**src/rtl/irq_res_pkg.sv**
```systemverilog
package irq_res_pkg;
   // which rule set the next request
   typedef enum logic [1:0] {
      PICK_NONE   = 2'd0,
      PICK_LEVEL  = 2'd1,
      PICK_VECTOR = 2'd2,
      PICK_HOLD   = 2'd3
   } pick_e;

   function automatic int unsigned lvl_bits(input int unsigned n);
      return (n <= 1) ? 1 : $clog2(n);
   endfunction
endpackage

```
**src/rtl/irq_level_sel.sv**
```systemverilog
module irq_level_sel
   import irq_res_pkg::*;
#(
   parameter int unsigned NUM_LEVELS = 16,
   parameter int unsigned SOFT_W     = 17,
   parameter int unsigned TICK_POS   = 0,
   parameter int unsigned STICK_POS  = 16,
   parameter int unsigned TIMER_LVL  = 14,
   localparam int unsigned LVL_W     = lvl_bits(NUM_LEVELS)
) (
   input  logic [NUM_LEVELS-1:0] lvl_ext,
   input  logic [SOFT_W-1:0]     soft_int,
   input  logic [LVL_W-1:0]      pil,
   output logic                  any_elig,
   output logic [LVL_W-1:0]      win_lvl
);
   logic                  timer_hit;
   logic [NUM_LEVELS-1:0] merged;
   logic [NUM_LEVELS-1:0] elig;

   if (SOFT_W < NUM_LEVELS) begin : g_bad_soft
      $error("irq_level_sel: soft register narrower than level vector");
   end
   if (TICK_POS >= SOFT_W || STICK_POS >= SOFT_W) begin : g_bad_tpos
      $error("irq_level_sel: timer bit outside soft register");
   end
   if (TIMER_LVL >= NUM_LEVELS) begin : g_bad_tlvl
      $error("irq_level_sel: timer level outside level range");
   end

   assign timer_hit = soft_int[TICK_POS] | soft_int[STICK_POS];

   for (genvar i = 0; i < NUM_LEVELS; i++) begin : g_lvl
      logic soft_bit;
      logic fold_bit;
      if (i == TICK_POS || i == STICK_POS) begin : g_tmr
         assign soft_bit = 1'b0;
      end else begin : g_sw
         assign soft_bit = soft_int[i];
      end
      if (i == TIMER_LVL) begin : g_fold
         assign fold_bit = timer_hit;
      end else begin : g_nofold
         assign fold_bit = 1'b0;
      end
      assign merged[i] = lvl_ext[i] | soft_bit | fold_bit;
      assign elig[i]   = merged[i] && (LVL_W'(i) > pil);
   end

   // ascending walk, last hit is the highest level
   always_comb begin
      any_elig = 1'b0;
      win_lvl  = '0;
      for (int i = 0; i < NUM_LEVELS; i++) begin
         if (elig[i]) begin
            any_elig = 1'b1;
            win_lvl  = LVL_W'(i);
         end
      end
   end
endmodule

```
**src/rtl/irq_nest_gate.sv**
```systemverilog
module irq_nest_gate #(
   parameter int unsigned TT_W       = 9,
   parameter int unsigned TL_W       = 3,
   parameter int unsigned NUM_LEVELS = 16,
   parameter int unsigned EXT_BASE   = 'h40
) (
   input  logic [TL_W-1:0] trap_lvl,
   input  logic [TT_W-1:0] act_tt,
   input  logic [TT_W-1:0] new_tt,
   output logic            hold_off
);
   localparam logic [TT_W-1:0] GRP_MASK = ~TT_W'(NUM_LEVELS - 1);
   localparam logic [TT_W-1:0] GRP_BASE = TT_W'(EXT_BASE);

   logic in_group;
   logic outranks;

   assign in_group = (act_tt & GRP_MASK) == GRP_BASE;
   assign outranks = act_tt > new_tt;
   assign hold_off = (trap_lvl != '0) && in_group && outranks;
endmodule

```
**src/rtl/irq_vec_latch.sv**
```systemverilog
module irq_vec_latch #(
   parameter int unsigned SRC_W    = 6,
   parameter int unsigned DATA_W   = 64,
   parameter int unsigned N_WORDS  = 3,
   parameter int unsigned MARK     = 'h1F,
   parameter int unsigned MARK_SH  = 6
) (
   input  logic                       clk,
   input  logic                       rst,
   input  logic                       raise,
   input  logic                       lower,
   input  logic [SRC_W-1:0]           src,
   output logic                       pend_n,
   output logic                       pend_q,
   output logic [N_WORDS*DATA_W-1:0]  words
);
   logic accept;

   if (SRC_W > MARK_SH) begin : g_bad_src
      $error("irq_vec_latch: source number overlaps marker field");
   end

   assign accept = raise && !lower && !pend_q;

   always_comb begin
      pend_n = pend_q;
      if (lower) begin
         pend_n = 1'b0;
      end else if (raise) begin
         pend_n = 1'b1;
      end
   end

   always_ff @(posedge clk) begin
      if (rst) begin
         pend_q <= 1'b0;
      end else begin
         pend_q <= pend_n;
      end
   end

   for (genvar k = 0; k < N_WORDS; k++) begin : g_word
      logic [DATA_W-1:0] load_val;
      logic [DATA_W-1:0] word_q;
      if (k == 0) begin : g_first
         assign load_val = (DATA_W'(MARK) << MARK_SH) | DATA_W'(src);
      end else begin : g_rest
         assign load_val = '0;
      end
      always_ff @(posedge clk) begin
         if (rst) begin
            word_q <= '0;
         end else if (accept) begin
            word_q <= load_val;
         end
      end
      assign words[k*DATA_W +: DATA_W] = word_q;
   end
endmodule

```
**src/rtl/irq_resolver.sv**
```systemverilog
module irq_resolver
   import irq_res_pkg::*;
#(
   parameter int unsigned NUM_LEVELS = 16,
   parameter int unsigned SOFT_W     = 17,
   parameter int unsigned TICK_POS   = 0,
   parameter int unsigned STICK_POS  = 16,
   parameter int unsigned TIMER_LVL  = 14,
   parameter int unsigned TT_W       = 9,
   parameter int unsigned TL_W       = 3,
   parameter int unsigned SRC_W      = 6,
   parameter int unsigned DATA_W     = 64,
   parameter int unsigned EXT_BASE   = 'h40,
   parameter int unsigned VEC_TT     = 'h60,
   localparam int unsigned LVL_W     = lvl_bits(NUM_LEVELS),
   localparam int unsigned N_WORDS   = 3
) (
   input  logic                  clk,
   input  logic                  rst,
   input  logic [NUM_LEVELS-1:0] lvl_ext,
   input  logic [SOFT_W-1:0]     soft_int,
   input  logic [LVL_W-1:0]      pil,
   input  logic                  glb_en,
   input  logic [TL_W-1:0]       trap_lvl,
   input  logic [TT_W-1:0]       act_tt,
   input  logic                  vec_raise,
   input  logic                  vec_lower,
   input  logic [SRC_W-1:0]      vec_src,
   output logic                  irq_req,
   output logic [TT_W-1:0]       trap_type,
   output logic [DATA_W-1:0]     vec_data0,
   output logic [DATA_W-1:0]     vec_data1,
   output logic [DATA_W-1:0]     vec_data2
);
   if ((EXT_BASE % NUM_LEVELS) != 0) begin : g_bad_base
      $error("irq_resolver: level base code not aligned to level count");
   end
   if (EXT_BASE + NUM_LEVELS > (1 << TT_W) || VEC_TT >= (1 << TT_W)) begin : g_bad_tt
      $error("irq_resolver: trap type codes exceed trap type width");
   end

   logic                      any_elig;
   logic [LVL_W-1:0]          win_lvl;
   logic [TT_W-1:0]           lvl_tt;
   logic                      hold_off;
   logic                      vec_pend_n;
   logic                      vec_pend_q;
   logic [N_WORDS*DATA_W-1:0] words;
   pick_e                     pick;
   logic                      req_q;
   logic [TT_W-1:0]           tt_q;
   logic                      req_n;
   logic [TT_W-1:0]           tt_n;

   irq_level_sel #(
      .NUM_LEVELS (NUM_LEVELS),
      .SOFT_W     (SOFT_W),
      .TICK_POS   (TICK_POS),
      .STICK_POS  (STICK_POS),
      .TIMER_LVL  (TIMER_LVL)
   ) u_sel (
      .lvl_ext  (lvl_ext),
      .soft_int (soft_int),
      .pil      (pil),
      .any_elig (any_elig),
      .win_lvl  (win_lvl)
   );

   assign lvl_tt = TT_W'(EXT_BASE) | TT_W'(win_lvl);

   irq_nest_gate #(
      .TT_W       (TT_W),
      .TL_W       (TL_W),
      .NUM_LEVELS (NUM_LEVELS),
      .EXT_BASE   (EXT_BASE)
   ) u_gate (
      .trap_lvl (trap_lvl),
      .act_tt   (act_tt),
      .new_tt   (lvl_tt),
      .hold_off (hold_off)
   );

   irq_vec_latch #(
      .SRC_W   (SRC_W),
      .DATA_W  (DATA_W),
      .N_WORDS (N_WORDS)
   ) u_vec (
      .clk    (clk),
      .rst    (rst),
      .raise  (vec_raise),
      .lower  (vec_lower),
      .src    (vec_src),
      .pend_n (vec_pend_n),
      .pend_q (vec_pend_q),
      .words  (words)
   );

   always_comb begin
      if (vec_pend_n) begin
         pick = PICK_VECTOR;
      end else if (!glb_en || !any_elig) begin
         pick = PICK_NONE;
      end else if (hold_off) begin
         pick = PICK_HOLD;
      end else begin
         pick = PICK_LEVEL;
      end
   end

   always_comb begin
      unique case (pick)
         PICK_VECTOR: begin req_n = 1'b1;  tt_n = TT_W'(VEC_TT); end
         PICK_LEVEL:  begin req_n = 1'b1;  tt_n = lvl_tt;        end
         PICK_HOLD:   begin req_n = req_q; tt_n = tt_q;          end
         default:     begin req_n = 1'b0;  tt_n = '0;            end
      endcase
   end

   always_ff @(posedge clk) begin
      if (rst) begin
         req_q <= 1'b0;
         tt_q  <= '0;
      end else begin
         req_q <= req_n;
         tt_q  <= tt_n;
      end
   end

   assign irq_req   = req_q;
   assign trap_type = tt_q;
   assign vec_data0 = words[0*DATA_W +: DATA_W];
   assign vec_data1 = words[1*DATA_W +: DATA_W];
   assign vec_data2 = words[2*DATA_W +: DATA_W];
endmodule

```
**config.mk**
```make
export PLATFORM = sky130hd
export DESIGN_NAME = irq_resolver
export DESIGN_NICKNAME = d
export VERILOG_FILES = /design/src/rtl/irq_res_pkg.sv /design/src/rtl/irq_level_sel.sv /design/src/rtl/irq_nest_gate.sv /design/src/rtl/irq_vec_latch.sv /design/src/rtl/irq_resolver.sv
export SDC_FILE = /design/constraint.sdc
export NUM_CORES = 1
export LEC_CHECK = 0
export BUFFER_PORTS_ARGS = -buffer_cell sky130_fd_sc_hd__buf_2
export CAP_MARGIN = 20
export CORE_AREA = 4 4 99 101
export DETAILED_ROUTE_END_ITERATION = 10
export DIE_AREA = 0 0 103 105
export PLACE_DENSITY = 0.74
export SLEW_MARGIN = 40
export SYNTH_ARGS = -nofsm -noshare
export SYNTH_HDL_FRONTEND = slang
export SYNTH_HIERARCHICAL = 1
export SYNTH_SLANG_ARGS = --single-unit
export TNS_END_PERCENT = 1
```
**constraint.sdc**
```tcl
create_clock -name clk -period 3.45 [get_ports clk]
set_input_delay 0.69 -clock clk [delete_from_list [all_inputs] [get_ports clk]]
set_output_delay 0.69 -clock clk [all_outputs]
set_load 0.05 [all_outputs]
```
* After elaboration in Yosys (flattened, before gate mapping)
Cells that the tools add are included.
** Storage, ports and cells
- Register bits :: 18
- Memories :: 0
- ROM bits :: 0
- Memory bits (writable) :: 0
- Latch bits :: 0
- Output and inout port bits :: 202
- Input port bits :: 60
** Cells by class
- $add $sub $neg :: 0
- Magnitude comparators :: 17
- Bitwise gates (word level) :: 17
- Div/mod/pow operators :: 0
- Multiply operators :: 0
- Shift operators :: 0
- Reduce and logical (&&, ||, !) cells :: 27
- Equal/unequal tests :: 4
- Multiplexer cells :: 38
** Operator list (count)
- 4-bit two-way mux :: 14
- 4-bit > comparator (first input constant) :: 8
- 9-bit case mux with 3 select lines :: 1
- 1-bit logical AND :: 20
- 1-bit two-way mux :: 19
- 1-bit OR :: 17
- 3-bit by 4-bit > comparator with 1-bit output (first input constant) :: 4
- 9-bit by 7-bit > comparator with 1-bit output :: 1
- 1-bit by 4-bit > comparator with 1-bit output (first input constant) :: 2
- 2-bit by 4-bit > comparator with 1-bit output (first input constant) :: 2
- 2-bit two-way mux :: 3
- 5-bit by 3-bit == test with 1-bit output (second input constant) :: 1
- 2-bit == test (second input constant) :: 2
- 1-bit logical NOT :: 4
- 3-bit nonzero test :: 1
- 2-bit by 1-bit == test with 1-bit output (second input constant) :: 1
- 1-bit case mux with 2 select lines :: 1
- 2-bit OR reduction :: 1
- 1-bit logical OR :: 1

* Depth between registers and ports, before layout
- Depth in word-level cells :: 25
- Depth in mapped cells :: 17
- Depth with buffers taken out :: 16

* Cells and area by module
The synthesis kept the hierarchy.
** By module, submodules not included
- irq_vec_latch :: sequential area each 160.2 um2, area each 1737.9 um2, cells an instance 219, instances 1
- irq_level_sel :: sequential area each 0.0 um2, area each 459.2 um2, cells an instance 64, instances 1
- irq_resolver :: sequential area each 120.1 um2, area each 325.3 um2, cells an instance 37, instances 1
- irq_nest_gate :: sequential area each 0.0 um2, area each 245.2 um2, cells an instance 35, instances 1

* Worst setup path before layout
Ideal clock, no wire load.
- Path kind :: input -> register
- Start point :: input port pil[2]
- End point :: register tt_q[2] (netlist: trap_type[2])
- Path slack :: 0.308 ns
- Data arrival time :: 3.072 ns
- Setup time :: 0.070 ns
- Data required time :: 3.380 ns
- Stages :: 16
- Cell sequence :: buf_6 -> o21a_1 -> o32ai_4 -> nor2_1 -> o21ai_0 -> inv_1 -> ha_1 -> a21oi_1 -> o221ai_1 -> a21oi_1 -> nor2_1 -> a31o_2 -> ha_1 -> buf_6 -> nand3b_1 -> a21oi_1
** On the way
- Elaborated cells on any way between the ends :: 74
** RTL lines
- start, declared :: line irq_resolver.sv:22 : input logic [LVL_W-1:0] pil,
- 2-bit by 4-bit > comparator with 1-bit output :: line irq_level_sel.sv:47 : assign elig[i] = merged[i] && (LVL_W'(i) > pil);
- 1-bit logical AND :: line irq_level_sel.sv:47
- 4-bit two-way mux (12 in a row) :: line irq_level_sel.sv:55 : if (elig[i]) begin
- 4-bit two-way mux * :: line irq_level_sel.sv:55
- named net win_lvl[2] :: line irq_resolver.sv:43 : logic [LVL_W-1:0] win_lvl;
- 9-bit by 7-bit > comparator with 1-bit output * :: line irq_nest_gate.sv:19 : assign outranks = act_tt > new_tt;
- 1-bit logical AND * :: line irq_nest_gate.sv:20 : assign hold_off = (trap_lvl != '0) && in_group && outranks;
- named net hold_off :: line irq_resolver.sv:45 : logic hold_off;
- 2-bit two-way mux * :: line irq_resolver.sv:103 : end else if (hold_off) begin
- 2-bit two-way mux * :: line irq_resolver.sv:101 : end else if (!glb_en || !any_elig) begin
- 2-bit two-way mux * :: line irq_resolver.sv:99 : if (vec_pend_n) begin
- 2-bit == test / 2-bit by 1-bit == test with 1-bit output (equally long branches) :: line irq_resolver.sv:111 : unique case (pick)
- 9-bit case mux with 3 select lines :: line irq_resolver.sv:111
- end signal, assigned :: line irq_resolver.sv:125 : tt_q <= tt_n;
- end, declared :: line irq_resolver.sv:51 : logic [TT_W-1:0] tt_q;
Mark *: on every way through the listed nets, which the timed path passes. The rest lies on a longest branch. The select of a mux whose other input is x is not followed.
A chain may end at the register's enable or synchronous reset.

* Final worst setup path
- Start point :: input port pil[3]
- End point :: register tt_q[0] (netlist: trap_type[0])
Same word-level chain as after synthesis.

==> results.txt <==
----------------------------------------------------
[GRT]
  Global Route met3 Usage ... 0.801%
  Global-route wire length before repair ... 7.04 mm
  Congestion Overflow GR ... 0
  Via count of the first global-routing pass ... 1,553
  Met2 GRT Util ... 13.8%
  Peak-usage layer in the global routing report ... met2
  Initial antenna violation count ... 0
  Overall routing resource usage ... 7.83%
  Largest net degree at the start of global routing ... 21
  Global routing usage on met1 ... 9.23%

[Drt]
  Total detailed-routing wirelength ... 5.15 mm
  Antenna-violating nets left ... 0
  Wire length per cell after detailed routing ... 9.19 um
  Total number of vias ... 1,957
  Pre-antenna DRT Iters ... 4
  Detailed-route DRC error count ... 0
  Number of design-rule violations left by the first detailed-router iteration ... 60
  Via count normalized by instance count ... 3.49

[STA]
  Number of hold-slack violations in the final timing report ... 0
  Fin worst setup slack ... 0.284 ns
  Worst-case hold slack ... 0.455 ns
  Post-layout minimum cycle time ... 3.17 ns
  Setup-violating endpoint count in the final report ... 0
  Final worst clock skew ... 0.00184 ns
  Setup repair after global routing missed its margin ... no
  Max Freq ... 316 MHz
  Max-slew violation count ... 0
  Max-slew headroom ... 51.3%
  Setup total negative slack ... 0 ns
  Final period utilization ... 91.8%
  Slew at the pin with the worst max-slew slack ... 0.727 ns

[Placed design]
  Placed wire-length estimate after detailed placement ... 4.67 mm
  Routability congestion estimate from global placement ... 0.782
  DP Cell Count ... 556
  Area of placed instances ... 0.00268 mm2
  Number of input and output port buffers inserted ... 76
  Post-Place Worst Slack ... -0.0411 ns

[Clock tree]
  Setup Fix Bufs, Post-CTS ... 0
  Root buf cell ... sky130_fd_sc_hd__clkbuf_8
  H-tree Lvls ... 1
  Num Clock Sinks ... 14
  Number of buffers inserted during clock tree synthesis ... 3
  Clock tree from TritonCTS ... done
  Reg clk slew, reported paths ... 0.06 ns
  Clk_lat worst skew ... 0.24 ns
  Buffer depth of the longest clock path ... 2

[Floorplanning]
  Placeable core area ... 0.00902 mm2
  Height of the chip ... 105 um
  Starting density of the core ... 30.7%
  Die area ... 0.0108 mm2
  Number of rows created at floorplan ... 35
  Number of top-level pins ... 262
  Die width ... 103 um

[Cells and area]
  Layout cells sized above 1 ... 27.8%
  Area growth from synthesis to final layout ... -0.271%
  Finished Cell Area ... 0.00276 mm2
  Antenna fix cells ... 0
  Non-filler instance count after layout ... 560
  Final nets ... 522

[Logic synthesis]
  Asr flop ratio synth ... 0%
  Post-synthesis instance area ... 0.00277 mm2
  Cells after Synth ... 355
  Most area-consuming cells after synthesis ... sky130_fd_sc_hd__buf_4 (51%), sky130_fd_sc_hd__dfxtp_1 (10%), sky130_fd_sc_hd__ha_1 (5.4%)
  Count leader, synth ... sky130_fd_sc_hd__buf_4
  Cell accounting for the most synthesized area ... sky130_fd_sc_hd__buf_4
  Number of register bits inferred by synthesis ... 14
  Yosys cell types ... 49
  Post-synth top flop ... sky130_fd_sc_hd__dfxtp_1
  Warnings from Yosys ... 6
  Share of the synthesized area in the top cell type ... 51.3%
  Number of enable flip-flop cells after synthesis ... 0
  Post-Syn Area per Cell ... 7.80 um2
  Seq/Total Area, Yosys ... 10.1%
  Most numerous cell types in the synthesized netlist ... sky130_fd_sc_hd__buf_4 (189), sky130_fd_sc_hd__nor2_1 (15), sky130_fd_sc_hd__dfxtp_1 (14), sky130_fd_sc_hd__nand2_1 (14)

[Setup path]
  CP max FO ... 14
  Arrival time reported for the critical path endpoint ... 3.34 ns
  Setup crit end kind ... flop
  Worst Setup Path Type ... input pin to flop
  Required time of the worst setup path ... 3.62 ns
  FF-to-FF Start ... u_vec/pend_q$_SDFF_PP0_
  R2r endpoint ... trap_type[0]$_SDFFE_PP0P_
  Worst reg-to-reg path cell count ... 8
  Critical path startpoint category ... input pin
  Register-to-register setup slack ... 2.04 ns

[Flow run]
  Max capacitance violation total ... 0

[Outcome]
  Status ... finished clean

[Min path]
  Worst min-delay path startpoint ... trap_type[2]$_SDFFE_PP0P_
  Cell count of the worst hold path ... 2
  Class of the tightest hold or removal check ... flop to flop
  End point of the worst hold path ... trap_type[2]$_SDFFE_PP0P_

[Power]
  Peak supply drop ... 0.143 mV
  Power density cells ... 359 mW/mm2
  Lkg Pwr ... 1.58 nW

----------------------------------------------------
per-layer routing:
metal  part of all wire (%)  wire length (um)
met1                     33              1720
met2                     53              2730
met3                     11               591
met4                    2.0               105
met5                      0                 0
state kept, by name (all words and copies together) (netlist names):
signal and flops:
u_vec/g_word.word_q 7, u_vec/pend_q 1, trap_type 6
critical path, stage by stage:
cell,delay (ns)
sky130_fd_sc_hd__buf_2,0.19
sky130_fd_sc_hd__buf_4,0.16
sky130_fd_sc_hd__and2_1,0.13
sky130_fd_sc_hd__a21o_1,0.15
sky130_fd_sc_hd__o21ai_1,0.09
sky130_fd_sc_hd__nor2_1,0.08
sky130_fd_sc_hd__buf_4,0.13
sky130_fd_sc_hd__nand2_1,0.07
sky130_fd_sc_hd__inv_1,0.05
sky130_fd_sc_hd__ha_1,0.28
sky130_fd_sc_hd__nand4_1,0.12
sky130_fd_sc_hd__o221ai_1,0.12
sky130_fd_sc_hd__a21oi_1,0.16
sky130_fd_sc_hd__nor2_1,0.06
sky130_fd_sc_hd__a31o_2,0.25
sky130_fd_sc_hd__buf_4,0.13
sky130_fd_sc_hd__inv_1,0.05
sky130_fd_sc_hd__ha_2,0.20
sky130_fd_sc_hd__nand3b_1,0.08
sky130_fd_sc_hd__a21oi_1,0.14
cell type report:
| type | instances | area (um2) |
|---|---|---|
| Clock buffer | 4 | 55.1 |
| Fill cell | 979 | 6260 |
| Sequential cell | 14 | 280 |
| Tap cell | 111 | 139 |
| Multi-Input combinational cell | 321 | 1690 |
| Inverter | 11 | 41.3 |
| Timing Repair Buffer | 99 | 556 |
timing repair:
item | CTS | global route
hold buffers | 0 | 0
gates resized for setup | 0 | 7
hold endpoints to repair | 0 | 0
setup endpoints to repair | 0 | 6
layout by cell type, fill, tap and decap left out, drive strengths merged, types with 3 or more instances in the layout:
cell | netlist | final
conb | 3 | 189
buf | 194 | 98
nor2 | 15 | 15
nand2 | 14 | 14
dfxtp | 14 | 14
nand2b | 12 | 12
ha | 12 | 12
inv | 11 | 11
a21oi | 11 | 11
o21ai | 11 | 11
mux2i | 8 | 8
nand3b | 5 | 5
or2 | 5 | 5
clkbuf | 1 | 5
nor3 | 4 | 4
nand3 | 3 | 3
and2 | 3 | 3
o211ai | 3 | 3
worst max path at each step:
stage,start,to,slack [ns],cells past startpoint
2_1_floorplan,pil[2],trap_type[2]$_SDFFE_PP0P_,0.31,16
3_3_place_gp,pil[3],trap_type[6]$_SDFFE_PP0P_,-0.04,15
3_5_place_dp,soft_int[3],trap_type[2]$_SDFFE_PP0P_,-0.04,17
4_1_cts,soft_int[3],trap_type[0]$_SDFFE_PP0P_,0.19,17
5_1_grt,pil[3],trap_type[1]$_SDFFE_PP0P_,0.003,18
6_report,pil[3],trap_type[0]$_SDFFE_PP0P_,0.28,20
report_power, final:
group / leakage (nW) / switching, mW / total [mW] / internal (mW)
clock: 0.0288 / 0.0573 / 0.158 / 0.101
sequential: 0.115 / 0.00552 / 0.177 / 0.171
combinational: 1.44 / 0.564 / 0.657 / 0.0928
total: 1.58 / 0.627 / 0.991 / 0.365
per-stage QoR:
step	power (mW)	util [%]
after floorplan	0.917	-
after global placement	0.825	29.7
after detailed placement	0.828	29.7
after CTS	0.987	30.3
after global routing	1.04	30.6
final	0.991	30.6
kinds of logic (layout without fill, tap and decap cells):
| group | after synthesis | in the layout | synth area share (%) |
|---|---|---|---|
| multiplexers | 8 | 8 | 2.89 |
| flip-flops | 14 | 14 | 10.1 |
| AND/OR/NAND/NOR | 69 | 69 | 14.1 |
| buffers and inverters | 206 | 114 | 54.9 |
| adder cells (fa/ha/maj) | 12 | 12 | 5.42 |
| other | 3 | 189 | 0.407 |
| AO/OA/AOI/OAI | 43 | 43 | 12.1 |
Power figures use the tool's default switching activity.
